## src/rtl/cos_pkg.sv

```systemverilog
package cos_pkg;
  localparam int REG_ADDR_W = 5;
  localparam logic [REG_ADDR_W-1:0] ADDR_INPUT  = 5'h00;
  localparam logic [REG_ADDR_W-1:0] ADDR_RISEHI = 5'h04;
  localparam logic [REG_ADDR_W-1:0] ADDR_FALLLO = 5'h08;
  localparam logic [REG_ADDR_W-1:0] ADDR_STATUS = 5'h0C;
  localparam logic [REG_ADDR_W-1:0] ADDR_CTRL   = 5'h10;
  localparam int CTRL_AND_BIT = 1;
  localparam int CTRL_EN_BIT  = 2;

  // Strobes from the bus/control side to the detection datapath
  typedef struct packed {
    logic statusClear;  // status read this cycle
    logic cfgChange;    // mask or control written this cycle
  } strobe_t;
endpackage

```

## src/rtl/cos_control.sv

```systemverilog
module cos_control
  import cos_pkg::*;
#(
  parameter int DATA_W = 32,
  parameter int LINE_W = 32,
  parameter int IRQ_W  = 16
) (
  input  logic                  clk,
  input  logic                  rstN,
  input  logic [REG_ADDR_W-1:0] addr,
  input  logic                  wrEn,
  input  logic                  rdEn,
  input  logic [DATA_W-1:0]     wrData,
  output logic [DATA_W-1:0]     rdData,
  input  logic [LINE_W-1:0]     lineSample,
  input  logic [IRQ_W-1:0]      status,
  input  logic                  pending,
  output logic [IRQ_W-1:0]      riseMask,
  output logic [IRQ_W-1:0]      fallMask,
  output logic                  andMode,
  output logic                  irqEnable,
  output strobe_t               strb,
  output logic                  irq
);

  always_ff @(posedge clk) begin
    if (!rstN) begin
      riseMask  <= '0;
      fallMask  <= '0;
      andMode   <= 1'b0;
      irqEnable <= 1'b0;
    end else if (wrEn) begin
      case (addr)
        ADDR_RISEHI: riseMask <= wrData[IRQ_W-1:0];
        ADDR_FALLLO: fallMask <= wrData[IRQ_W-1:0];
        ADDR_CTRL: begin
          andMode   <= wrData[CTRL_AND_BIT];
          irqEnable <= wrData[CTRL_EN_BIT];
        end
        default: ;
      endcase
    end
  end

  always_comb begin
    strb.statusClear = rdEn && (addr == ADDR_STATUS);
    strb.cfgChange   = wrEn && (addr == ADDR_RISEHI || addr == ADDR_FALLLO ||
                                addr == ADDR_CTRL);
  end

  always_comb begin
    rdData = '0;
    if (rdEn) begin
      case (addr)
        ADDR_INPUT:  rdData[LINE_W-1:0] = lineSample;
        ADDR_RISEHI: rdData[IRQ_W-1:0]  = riseMask;
        ADDR_FALLLO: rdData[IRQ_W-1:0]  = fallMask;
        ADDR_STATUS: rdData[IRQ_W-1:0]  = status;
        ADDR_CTRL: begin
          rdData[CTRL_AND_BIT] = andMode;
          rdData[CTRL_EN_BIT]  = irqEnable;
        end
        default: ;
      endcase
    end
  end

  assign irq = irqEnable && pending;


  ctrl_write_chk: assert property (@(posedge clk) disable iff (!rstN)
    (wrEn && addr == ADDR_CTRL) |=> (andMode == $past(wrData[CTRL_AND_BIT])));


  ro_write_chk: assert property (@(posedge clk) disable iff (!rstN)
    (wrEn && (addr == ADDR_STATUS || addr == ADDR_INPUT)) |=>
      ($stable(riseMask) && $stable(fallMask) && $stable(irqEnable)));

endmodule

```

## src/rtl/cos_datapath.sv

```systemverilog
module cos_datapath
  import cos_pkg::*;
#(
  parameter int LINE_W = 32,
  parameter int IRQ_W  = 16
) (
  input  logic              clk,
  input  logic              rstN,
  input  logic [LINE_W-1:0] lineIn,
  input  logic [IRQ_W-1:0]  riseMask,
  input  logic [IRQ_W-1:0]  fallMask,
  input  logic              andMode,
  input  strobe_t           strb,
  output logic [LINE_W-1:0] lineSample,
  output logic [IRQ_W-1:0]  status,
  output logic              pending
);

  logic [LINE_W-1:0] syncA, syncB;
  logic [IRQ_W-1:0]  prevS;
  logic [IRQ_W-1:0]  cur, sel, edgeHit, lvlOk, selChange, newBits;
  logic              locked, andFire;

  // Two-flop synchroniser plus one history stage for the interrupt channels
  always_ff @(posedge clk) begin
    if (!rstN) begin
      syncA <= '0;
      syncB <= '0;
      prevS <= '0;
    end else begin
      syncA <= lineIn;
      syncB <= syncA;
      prevS <= syncB[IRQ_W-1:0];
    end
  end

  assign lineSample = syncB;
  assign cur        = syncB[IRQ_W-1:0];
  assign sel        = riseMask | fallMask;
  assign selChange  = (cur ^ prevS) & sel;

  for (genvar c = 0; c < IRQ_W; c++) begin : g_chan
    assign edgeHit[c] = (riseMask[c] & cur[c] & ~prevS[c]) |
                        (fallMask[c] & ~cur[c] & prevS[c]);
    assign lvlOk[c]   = ~sel[c] |
                        ((~riseMask[c] | cur[c]) & (~fallMask[c] | ~cur[c]));
  end

  assign andFire = andMode && (|sel) && (&lvlOk) && !locked;
  assign newBits = andMode ? (andFire ? sel : '0) : edgeHit;

  always_ff @(posedge clk) begin
    if (!rstN) begin
      status <= '0;
      locked <= 1'b0;
    end else begin
      status <= (strb.statusClear ? '0 : status) | newBits;
      if (strb.cfgChange)   locked <= 1'b0;
      else if (andFire)     locked <= 1'b1;
      else if (|selChange)  locked <= 1'b0;
    end
  end

  assign pending = |status;


  status_sticky_chk: assert property (@(posedge clk) disable iff (!rstN)
    !strb.statusClear |=> ((status & $past(status)) == $past(status)));


  and_single_fire_chk: assert property (@(posedge clk) disable iff (!rstN)
    andFire |=> !andFire);


  no_mask_quiet_chk: assert property (@(posedge clk) disable iff (!rstN)
    (riseMask == '0 && fallMask == '0 && !strb.statusClear) |=> $stable(status));


  overlap_never_chk: assert property (@(posedge clk) disable iff (!rstN)
    (andMode && (riseMask & fallMask) != '0) |-> !andFire);

endmodule

```

## src/rtl/cos_irq_top.sv

```systemverilog
module cos_irq_top
  import cos_pkg::*;
#(
  parameter int DATA_W = 32,
  parameter int LINE_W = 32,
  parameter int IRQ_W  = 16
) (
  input  logic                  clk,
  input  logic                  rstN,
  input  logic [LINE_W-1:0]     lineIn,
  input  logic [REG_ADDR_W-1:0] addr,
  input  logic                  wrEn,
  input  logic                  rdEn,
  input  logic [DATA_W-1:0]     wrData,
  output logic [DATA_W-1:0]     rdData,
  output logic                  irq
);

  logic [LINE_W-1:0] lineSample;
  logic [IRQ_W-1:0]  status, riseMask, fallMask;
  logic              pending, andMode, irqEnable;
  strobe_t           strb;

  cos_control #(.DATA_W(DATA_W), .LINE_W(LINE_W), .IRQ_W(IRQ_W)) ctrl_i (
    .clk(clk), .rstN(rstN), .addr(addr), .wrEn(wrEn), .rdEn(rdEn),
    .wrData(wrData), .rdData(rdData), .lineSample(lineSample),
    .status(status), .pending(pending), .riseMask(riseMask),
    .fallMask(fallMask), .andMode(andMode), .irqEnable(irqEnable),
    .strb(strb), .irq(irq)
  );

  cos_datapath #(.LINE_W(LINE_W), .IRQ_W(IRQ_W)) dp_i (
    .clk(clk), .rstN(rstN), .lineIn(lineIn), .riseMask(riseMask),
    .fallMask(fallMask), .andMode(andMode), .strb(strb),
    .lineSample(lineSample), .status(status), .pending(pending)
  );


  irq_follow_chk: assert property (@(posedge clk) disable iff (!rstN)
    ($past(irqEnable) && $past(pending) && !$past(strb.statusClear) &&
     $stable(irqEnable)) |-> irq);

endmodule

```

## config.mk

```make
export PLATFORM = sky130hd
export DESIGN_NAME = cos_irq_top
export DESIGN_NICKNAME = d
export VERILOG_FILES = /design/src/rtl/cos_pkg.sv /design/src/rtl/cos_control.sv /design/src/rtl/cos_datapath.sv /design/src/rtl/cos_irq_top.sv
export SDC_FILE = /design/constraint.sdc
export NUM_CORES = 1
export LEC_CHECK = 0
export ABC_CLOCK_PERIOD_IN_PS = 3300
export BUFFER_PORTS_ARGS = -buffer_cell sky130_fd_sc_hd__buf_2
export CORE_AREA = 2 2 115 117
export CTS_BUF_LIST = sky130_fd_sc_hd__clkbuf_4 sky130_fd_sc_hd__clkbuf_8 sky130_fd_sc_hd__clkbuf_16
export DETAILED_ROUTE_END_ITERATION = 8
export DIE_AREA = 0 0 117 119
export HOLD_SLACK_MARGIN = 0.12
export PLACE_DENSITY_LB_ADDON = 0.1
export SETUP_SLACK_MARGIN = 0.4
export SLEW_MARGIN = 15
export SYNTH_ARGS = -nofsm -noshare
export SYNTH_HDL_FRONTEND = slang
export SYNTH_SLANG_ARGS = --single-unit
```

## constraint.sdc

```tcl
create_clock -name clk -period 3.3 [get_ports clk]
set_input_delay 0.165 -clock clk [delete_from_list [all_inputs] [get_ports clk]]
set_output_delay 0.165 -clock clk [all_outputs]
set_load 0.05 [all_outputs]
```

== Yosys cells after proc, flatten, opt, wreduce, memory -nomap -nowiden ==
Index checks and enable logic that the tools add are counted.

* Bits in registers: 131
* Input bits: 73

* Equality and inequality tests: 4
* Mux-type cells: 10
* Bitwise logic cells: 229
* Reduce and logical (&&, ||, !) cells: 19

{| class="wikitable"
|+ Operator list
! kind !! count
|-
| $not 1->1 || 81
|-
| $and 1x1->1 || 80
|-
| $mux 16 || 4
|-
| $or 1x1->1 || 64
|-
| $pmux 13 s4 || 1
|-
| $reduce_or 16->1 || 3
|-
| $mux 32 || 1
|-
| $or 16x16->16 || 2
|-
| $and 16x16->16 || 1
|-
| $reduce_and 16->1 || 1
|-
| $xor 16x16->16 || 1
|-
| $eq 5x4->1 const B || 2
|-
| $pmux 2 s5 || 1
|-
| $logic_and 1x1->1 || 6
|-
| $reduce_and 2->1 || 3
|-
| $eq 5x3->1 const B || 1
|-
| $eq 5x5->1 const B || 1
|-
| $logic_not 5->1 || 1
|-
| $pmux 1 s4 || 1
|-
| $logic_or 1x1->1 || 2
|-
| $mux 1 || 2
|-
| $reduce_bool 2->1 || 1
|-
| $reduce_or 2->1 || 1
|-
| $logic_not 1->1 || 1
|}

== Logic depth before layout (Yosys ltp) ==
Gate-level depths: netlist (run 1).

* Depth after elaboration: 10
* Gate-level depth with buffers: 8
* Mapped depth without buffers: 5

== Hierarchy ==
From an unflattened synthesis (run 1), not the netlist that was laid out.

* Cells, all modules: 669
* Area total of the unflattened synthesis: 5992.0 sq um

{| class="wikitable"
|+ Modules (own cells, without submodules)
! module !! instances !! cells an instance !! area an instance (sq um) !! seq. area each (sq um)
|-
| cos_datapath || 1 || 374 || 3736.1 || 1941.9
|-
| cos_control || 1 || 295 || 2255.9 || 680.7
|}

== Least setup slack after synthesis (run 1) ==
OpenSTA, ideal clock, no wires.

* Path type: input -> output
* From: input port addr[1]
* To: output port rdData[0]
* Arrival: 1.964 ns
* Slack: 1.171 ns
* Stages: 5
* Path buffers: 1
* Cells stage by stage: nor4_1 nor2b_1 buf_2 a222oi_1 a21oi_1

* Longest elaborated chain between the ends: 3

{| class="wikitable"
|+ RTL lines
! what !! RTL line !! source
|-
| from (decl) || cos_irq_top.sv:11 || <nowiki>input logic [REG_ADDR_W-1:0] addr,</nowiki>
|-
| $eq 5x4->1 (tied with other cells) || cos_control.sv:54 || <nowiki>case (addr)</nowiki>
|-
| $pmux 1 s4 * || cos_control.sv:54 ||
|-
| $mux 32 * || cos_control.sv:53 || <nowiki>if (rdEn) begin</nowiki>
|-
| to (decl) || cos_irq_top.sv:15 || <nowiki>output logic [DATA_W-1:0] rdData,</nowiki>
|}

Mark *: on every way between the ends. The rest lies on a longest branch, timed or not.

== Worst setup path after layout (run 1) ==
* From: input port addr[1]
* To: output port rdData[7]

* Longest elaborated chain between the ends: 3

{| class="wikitable"
|+ RTL lines
! what !! RTL line
|-
| $eq 5x4->1 (tied with other cells) || cos_control.sv:54
|-
| $pmux 13 s4 * || cos_control.sv:54
|-
| $mux 32 * || cos_control.sv:53
|}

Marks and branches as above.

==> flow_metrics.env, run 1 <==
export IMPL_status="completed"
export IMPL_syn_nets=688
export IMPL_yosysTopAreaCell="dfxtp_1"
export IMPL_postRouteAntennaNets=0
export IMPL_grt_max_degree=54
export IMPL_period_share_pct=69.5
export IMPL_slew_headroom_pct=48.8
export IMPL_cpPeakStageDelay_ns=0.57
export IMPL_cp_data_required_time_ns=3.13
export IMPL_cp_slowest_cell="nor4_1"
export IMPL_nFillCells=1122
export IMPL_fmax_ghz=0.436
export IMPL_numCtsBuffers=17
export IMPL_drc=0
export IMPL_insertion_delay_ns=0.42
export IMPL_yosysTopAreaCellShare_pct=46.9
export IMPL_pwr_density_cell_nw_per_um2=532
export IMPL_dieWidth_microns=117
export IMPL_die_area_sq_um=13900
export IMPL_arrival_ns=2.13
export IMPL_worstMarginPinSlew_ns=0.768
export IMPL_min_to="ctrl_i.riseMask[0]"
export IMPL_root_buffer="clkbuf_16"
export IMPL_yosys_warnings=0
export IMPL_hp_class="input port to register"
export IMPL_clk_pin_slew_worst_paths_ns=0.06
export IMPL_rsz0062_at_grt="no"
export IMPL_power_uw=3910
export IMPL_maxCapViolCount=0
export IMPL_critPathTopFamily="simple AND/OR/NAND/NOR gates"
export IMPL_rr_startpoint="dp_i.lineSample[12]"
export IMPL_gr_total_overflow=0
export IMPL_synth_seq_cells=131
export IMPL_multi_input_area_sq_um=2800
export IMPL_path_max_fanout=30
export IMPL_internal_power_uw=3030
export IMPL_yosys_cell_types_count=40
export IMPL_htree_levels=4
export IMPL_critical_path_buf_inv_count=3
export IMPL_start_util_pct=43.5
export IMPL_seqCellArea_sq_um=2620
export IMPL_dpl_hpwl_mm=10.9
export IMPL_portBuffers=89
export IMPL_crit_path_frequent_cell="buf_2"
export IMPL_vias_per_cell=5.47
export IMPL_seq_area_frac_synth_pct=46.9
export IMPL_clkPwrFrac_pct=52.2
export IMPL_antenna_found_initial=0
export IMPL_finalClockSkew_ns=0.00810
export IMPL_r2r_setup_slack_ns=1.03
export IMPL_grt_pass1_vias=4995
export IMPL_hold_path_depth=3
export IMPL_rr_endpoint="dp_i.status[0]"
export IMPL_seqPwrFrac_pct=42.5
export IMPL_drtPass1Iterations=7
export IMPL_design_area_sq_um=7350
export IMPL_syn_inst=615
export IMPL_fin_crit_ns=2.29
export IMPL_cts_sinks=131
export IMPL_worstRegToRegCells=6
export IMPL_grt_pass1_wl_mm=26.2
export IMPL_synth_common_cells="dfxtp_1 (131), and2_1 (80), nand2_1 (73)"
export IMPL_swShare_pct=22.5
export IMPL_synth_area_leaders="dfxtp_1 (47%), and2_1 (8.9%), nand2_1 (4.9%)"
export IMPL_drv_slew=0
export IMPL_yosysMostFrequentCell="dfxtp_1"
export IMPL_synth_area_sq_um=5600
export IMPL_synthArstFlopShare_pct=0
export IMPL_p_switching_uw=878
export IMPL_crit_type="input port to output pin"
export IMPL_ctsHoldBuffers=48
export IMPL_finalSetupViolations=0
export IMPL_nets=821
export IMPL_end_kind="output pin"
export IMPL_area_delta_synth_final_pct=31.3
export IMPL_cts_resized_gates=0
export IMPL_drive_gt1_share_pct=19.1
export IMPL_wl_per_cell_microns=17.4
export IMPL_hold_viol_final=0
export IMPL_layoutNonFillerInstCount=937
export IMPL_power_frac_comb_pct=5.3
export IMPL_dp_cells=857
export IMPL_post_cts_buffers=0
export IMPL_track_usage_pct=24.6
export IMPL_placed_area_sq_um=6220
export IMPL_cts_buffer_depth=2
export IMPL_path_cells="buf_2 -> nor4_1 -> nor2b_2 -> buf_12 -> a222oi_1 -> a21oi_1 -> buf_2"
export IMPL_synth_enable_flop_cells=0
export IMPL_num_vias=5130
export IMPL_tns_ns=0
export IMPL_synth_flop_cell="dfxtp_1"
export IMPL_final_util_pct=57.1
export IMPL_routabilityCongestion=0.931
export IMPL_vdd_drop_max_mv=0.396
export IMPL_ioPinCount=106
export IMPL_drt_iter0_markers=501
export IMPL_cts_tree="done"
export IMPL_row_count=42
export IMPL_wl_mm=16.3
export IMPL_coreArea_sq_um=12900
export IMPL_hold_start="wrEn"
export IMPL_avgSynthCellArea_sq_um=9.10
export IMPL_power_leakage_uw=0.00290
export IMPL_die_y_microns=119
export IMPL_n_antenna_cell=0
export IMPL_start_kind="input port"
==> cell usage in the layout, fill, tap and decap left out, types with 14 or more instances in the layout <==
| cell type | Yosys | layout |
|---|---|---|
| a21boi_0 | 22 | 22 |
| a21boi_1 | 26 | 26 |
| a21oi_1 | 47 | 47 |
| a222oi_1 | 14 | 14 |
| and2_1 | 80 | 80 |
| and3_1 | 18 | 18 |
| buf_2 | 7 | 89 |
| buf_4 | 0 | 14 |
| clkbuf_16 | 0 | 17 |
| dfxtp_1 | 131 | 131 |
| dlygate4sd3_1 | 0 | 48 |
| nand2_1 | 73 | 73 |
| nand3_1 | 20 | 20 |
| nand3b_1 | 36 | 36 |
==> final cells by class <==
type,count,share of cell area [%]
clock buffers,17,5.79
clock inverters,15,2.96
inverters,4,0.204
multi-input cells,442,38.0
flip-flops and latches,131,35.7
well taps,176,3.00
repair buffers,152,14.3
==> logic make-up after synthesis <==
family / after synthesis / share of synthesized area [%]
buffers and inverters: 42 / 3.24
AO/OA/AOI/OAI: 145 / 17.3
flip-flops: 131 / 46.9
AND/OR/NAND/NOR: 266 / 27.4
multiplexers: 15 / 2.73
XOR/XNOR: 16 / 2.50
==> worst reg2reg max path, stage by stage (launching register included) <==
cell	delay, ns
dfxtp_1	0.44
mux2i_1	0.34
nand3_1	0.20
nor4_4	0.62
buf_4	0.31
o211ai_1	0.11
a21boi_1	0.18
==> layer usage <==
layer | part of all wire [%] | vias to the layer above | wire length, microns | track usage (%)
met5 | 0 | - | 0 | 0
met4 | 3.7 | 0 | 606 | 12.1
met3 | 6.8 | 46 | 1110 | 5.50
met2 | 45 | 214 | 7350 | 37.6
met1 | 44 | 2422 | 7230 | 32.8
li1 | - | 2448 | - | -
==> how the worst max path moves through the flow <==
stage	slack [ns]	start	to	cells after the start
floorplan	1.17	addr[1]	rdData[0]	5
global placement	1.04	addr[1]	rdData[7]	7
detailed placement	1.05	addr[1]	rdData[7]	7
CTS	1.05	addr[1]	rdData[7]	7
global route	0.93	addr[1]	rdData[7]	7
finish	1.01	addr[1]	rdData[7]	7
==> power by group through the flow <==
stage	sequential (uW)	clock, uW	combinational, uW
after floorplan	1680	0	96.6
after global placement	1690	0	159
after detailed placement	1690	0	162
after CTS	1660	2080	206
after global routing	1670	2140	225
final	1660	2040	207
==> registers in the layout (all words and copies together) (netlist names) <==
name	cells
dp_i.prevS	16
dp_i.status	16
ctrl_i.riseMask	16
dp_i.syncA	32
dp_i.locked	1
ctrl_i.fallMask	16
dp_i.lineSample	32
ctrl_i.andMode	1
ctrl_i.irqEnable	1
==> per-stage QoR <==
step           setup WS (ns)  hold slack (ns)
3_5_place_dp            1.05            0.373
5_1_grt                0.932            0.301
2_1_floorplan           1.17            0.292
6_report                1.01            0.292
3_3_place_gp            1.04            0.370
4_1_cts                 1.05            0.239
Note: power is estimated with default switching activity, not from simulation.
==> inputs of run 2 (changes only) <==
- ABC_AREA: default -> 1
- ABC_CLOCK_PERIOD_IN_PS: 3300 -> 1980
- CORE_AREA: 2 2 115 117 -> 2 2 117 119
- DIE_AREA: 0 0 117 119 -> 0 0 119 121
- clock period: 3.3 -> 1.98 ns (I/O delays scaled with it)
==> run 2 against run 1 <==
Register-to-register slack got worse by 0.55 ns. Design area rose by 6.6%. Flip-flop and latch count did not move. Critical path type is now register to output pin. Largest power group unchanged.
==> flow_metrics.env, run 2 <==
export IMPL_status="completed"
export IMPL_grt_max_degree=41
export IMPL_power_leakage_uw=0.00380
export IMPL_end_kind="output pin"
export IMPL_die_y_microns=121
export IMPL_ioPinCount=106
export IMPL_slew_headroom_pct=60.2
export IMPL_rsz0062_at_grt="yes"
export IMPL_yosys_warnings=0
export IMPL_postRouteAntennaNets=0
export IMPL_wl_mm=16.5
export IMPL_rr_endpoint="dp_i.status[5]"
export IMPL_drv_slew=0
export IMPL_cts_tree="done"
export IMPL_drtPass1Iterations=6
export IMPL_synth_area_leaders="dfxtp_1 (45%), inv_1 (12%), nand2_1 (11%)"
export IMPL_synthArstFlopShare_pct=0
export IMPL_cp_data_required_time_ns=1.88
export IMPL_drc=0
export IMPL_tns_ns=0
export IMPL_area_delta_synth_final_pct=35.6
export IMPL_avgSynthCellArea_sq_um=6.86
export IMPL_worstMarginPinSlew_ns=0.597
export IMPL_path_max_fanout=3
export IMPL_dieWidth_microns=119
export IMPL_r2r_setup_slack_ns=0.48
export IMPL_num_vias=5751
export IMPL_synthSimpleGateAreaFrac_pct=23.9
export IMPL_vias_per_cell=4.89
export IMPL_start_kind="register"
export IMPL_fin_crit_ns=1.58
export IMPL_drive_gt1_share_pct=22.8
export IMPL_root_buffer="clkbuf_16"
export IMPL_hold_start="addr[2]"
export IMPL_portBuffers=89
export IMPL_fmax_ghz=0.634
export IMPL_syn_nets=915
export IMPL_n_antenna_cell=0
export IMPL_synth_common_cells="inv_1 (183), nand2_1 (162), dfxtp_1 (131)"
export IMPL_synth_enable_flop_cells=0
export IMPL_synth_seq_cells=131
export IMPL_cts_buffer_depth=2
export IMPL_htree_levels=4
export IMPL_finalSetupViolations=0
export IMPL_syn_inst=842
export IMPL_yosysTopAreaCellShare_pct=45.4
export IMPL_routabilityCongestion=0.901
export IMPL_nFillCells=1203
export IMPL_synth_top_family_by_area="simple AND/OR/NAND/NOR gates"
export IMPL_p_switching_uw=1560
export IMPL_final_common_cell="inv_1"
export IMPL_track_usage_pct=23.4
export IMPL_yosysTopAreaCell="dfxtp_1"
export IMPL_grt_pass1_wl_mm=26.6
export IMPL_synth_xor_area_share_pct=0
export IMPL_internal_power_uw=4740
export IMPL_insertion_delay_ns=0.42
export IMPL_min_to="ctrl_i.andMode"
export IMPL_swShare_pct=24.8
export IMPL_clk_pin_slew_worst_paths_ns=0.06
export IMPL_pwr_density_cell_nw_per_um2=804
export IMPL_yosys_cell_types_count=24
export IMPL_coreArea_sq_um=13100
export IMPL_synthAdderAreaFrac_pct=0
export IMPL_final_cell_mix="inv_1 (181), nand2_1 (162), dfxtp_1 (102)"
export IMPL_antenna_found_initial=0
export IMPL_rr_startpoint="ctrl_i.riseMask[15]"
export IMPL_numCtsBuffers=17
export IMPL_gr_total_overflow=0
export IMPL_seqPwrFrac_pct=43.9
export IMPL_start_util_pct=44.2
export IMPL_arrival_ns=1.48
export IMPL_synth_flop_cell="dfxtp_1"
export IMPL_finalClockSkew_ns=0.00870
export IMPL_power_frac_comb_pct=7.7
export IMPL_row_count=42
export IMPL_synth_compound_area_share_pct=15.9
export IMPL_dpl_hpwl_mm=10.9
export IMPL_worstRegToRegCells=9
export IMPL_hold_path_depth=6
export IMPL_crit_type="register to output pin"
export IMPL_seq_area_frac_synth_pct=45.4
export IMPL_maxCapViolCount=0
export IMPL_synth_area_sq_um=5780
export IMPL_nets=1061
export IMPL_clkPwrFrac_pct=48.4
export IMPL_hold_viol_final=0
export IMPL_hp_class="input port to register"
export IMPL_die_area_sq_um=14400
export IMPL_wl_per_cell_microns=14.0
export IMPL_vdd_drop_max_mv=0.576
export IMPL_muxShareOfSynthArea_pct=0
export IMPL_post_cts_buffers=0
export IMPL_power_uw=6300
export IMPL_period_share_pct=79.7
export IMPL_drt_iter0_markers=415
export IMPL_yosysMostFrequentCell="inv_1"
export IMPL_grt_pass1_vias=5494
export IMPL_cts_sinks=131
run 2: changes by cell type after synthesis, moves of 30 or more:
cell	before	now
inv_1	3	183
nor2_1	5	102
nand2_1	73	162
and2_1	80	0
o22ai_1	2	48
nand3b_1	36	6
run 2: kinds of logic (layout without fill, tap and decap cells):
group                  count (synthesis)  after routing
buffers and inverters                224            383
DFF                                  131            131
AOI/OAI and AO/OA                    159            159
and+or+nand+nor                      328            328
run 2: cell type report:
type | count | area [sq um] | area share [%]
Timing Repair inverter | 1 | 7.51 | 0.0958
Inverter | 192 | 724 | 9.25
Clock buffer | 19 | 453 | 5.78
Multi-Input combinational cell | 487 | 2440 | 31.2
Tap cell | 176 | 220 | 2.81
Sequential cell | 131 | 2670 | 34.1
Clock inverter | 13 | 125 | 1.60
Timing Repair Buffer | 158 | 1190 | 15.2
run 2: worst max-delay path, stage by stage (launching register included):
cell and delay (ns):
dfxtp_2 0.35, nor4_4 0.30, a41oi_2 0.20, buf_6 0.20
run 2: per-stage QoR:
step	util (%)	setup WS [ns]	instance area, sq um	hold slack, ns	instances
floorplan	-	0.457	5810	0.197	842
global placement	49.7	0.432	6500	0.278	1093
detailed placement	49.7	0.380	6500	0.282	1093
CTS	59.0	0.362	7720	0.196	1178
global route	59.9	0.348	7840	0.295	1177
finish	59.9	0.402	7840	0.238	1177
run 2: repair_timing:
item	4_1_cts	5_1_grt
hold buffers	52	0
gates cloned	1	0
resized for setup	32	54
pin swaps	0	10
endpoints found under the hold margin	71	0
setup endpoints to repair	32	34
run 2: power by group through the flow:
stage	logic, uW	registers, uW	clock network, uW
floorplan	250	2810	0
global placement	385	2820	0
detailed placement	395	2820	0
finish	488	2770	3050
global route	542	2780	3220
CTS	478	2770	3100
run 2: worst max path at each step:
| stage | from | to | slack (ns) | cells after the start |
|---|---|---|---|---|
| global route | ctrl_i.riseMask[7] | dp_i.status[8] | 0.35 | 9 |
| finish | dp_i.status[0] | irq | 0.40 | 3 |
| global placement | ctrl_i.andMode | dp_i.status[0] | 0.43 | 3 |
| CTS | dp_i.status[14] | irq | 0.36 | 3 |
| detailed placement | ctrl_i.andMode | dp_i.status[12] | 0.38 | 3 |
| floorplan | addr[1] | rdData[21] | 0.46 | 4 |
run 2: routing by layer:
layer / vias up / share of wire [%] / global-route usage (%)
li1: 2921 / - / -
met1: 2640 / 45 / 30.9
met2: 177 / 47 / 38.1
met3: 13 / 6.4 / 5.40
met4: 0 / 1.1 / 7.14
met5: - / 0 / 0
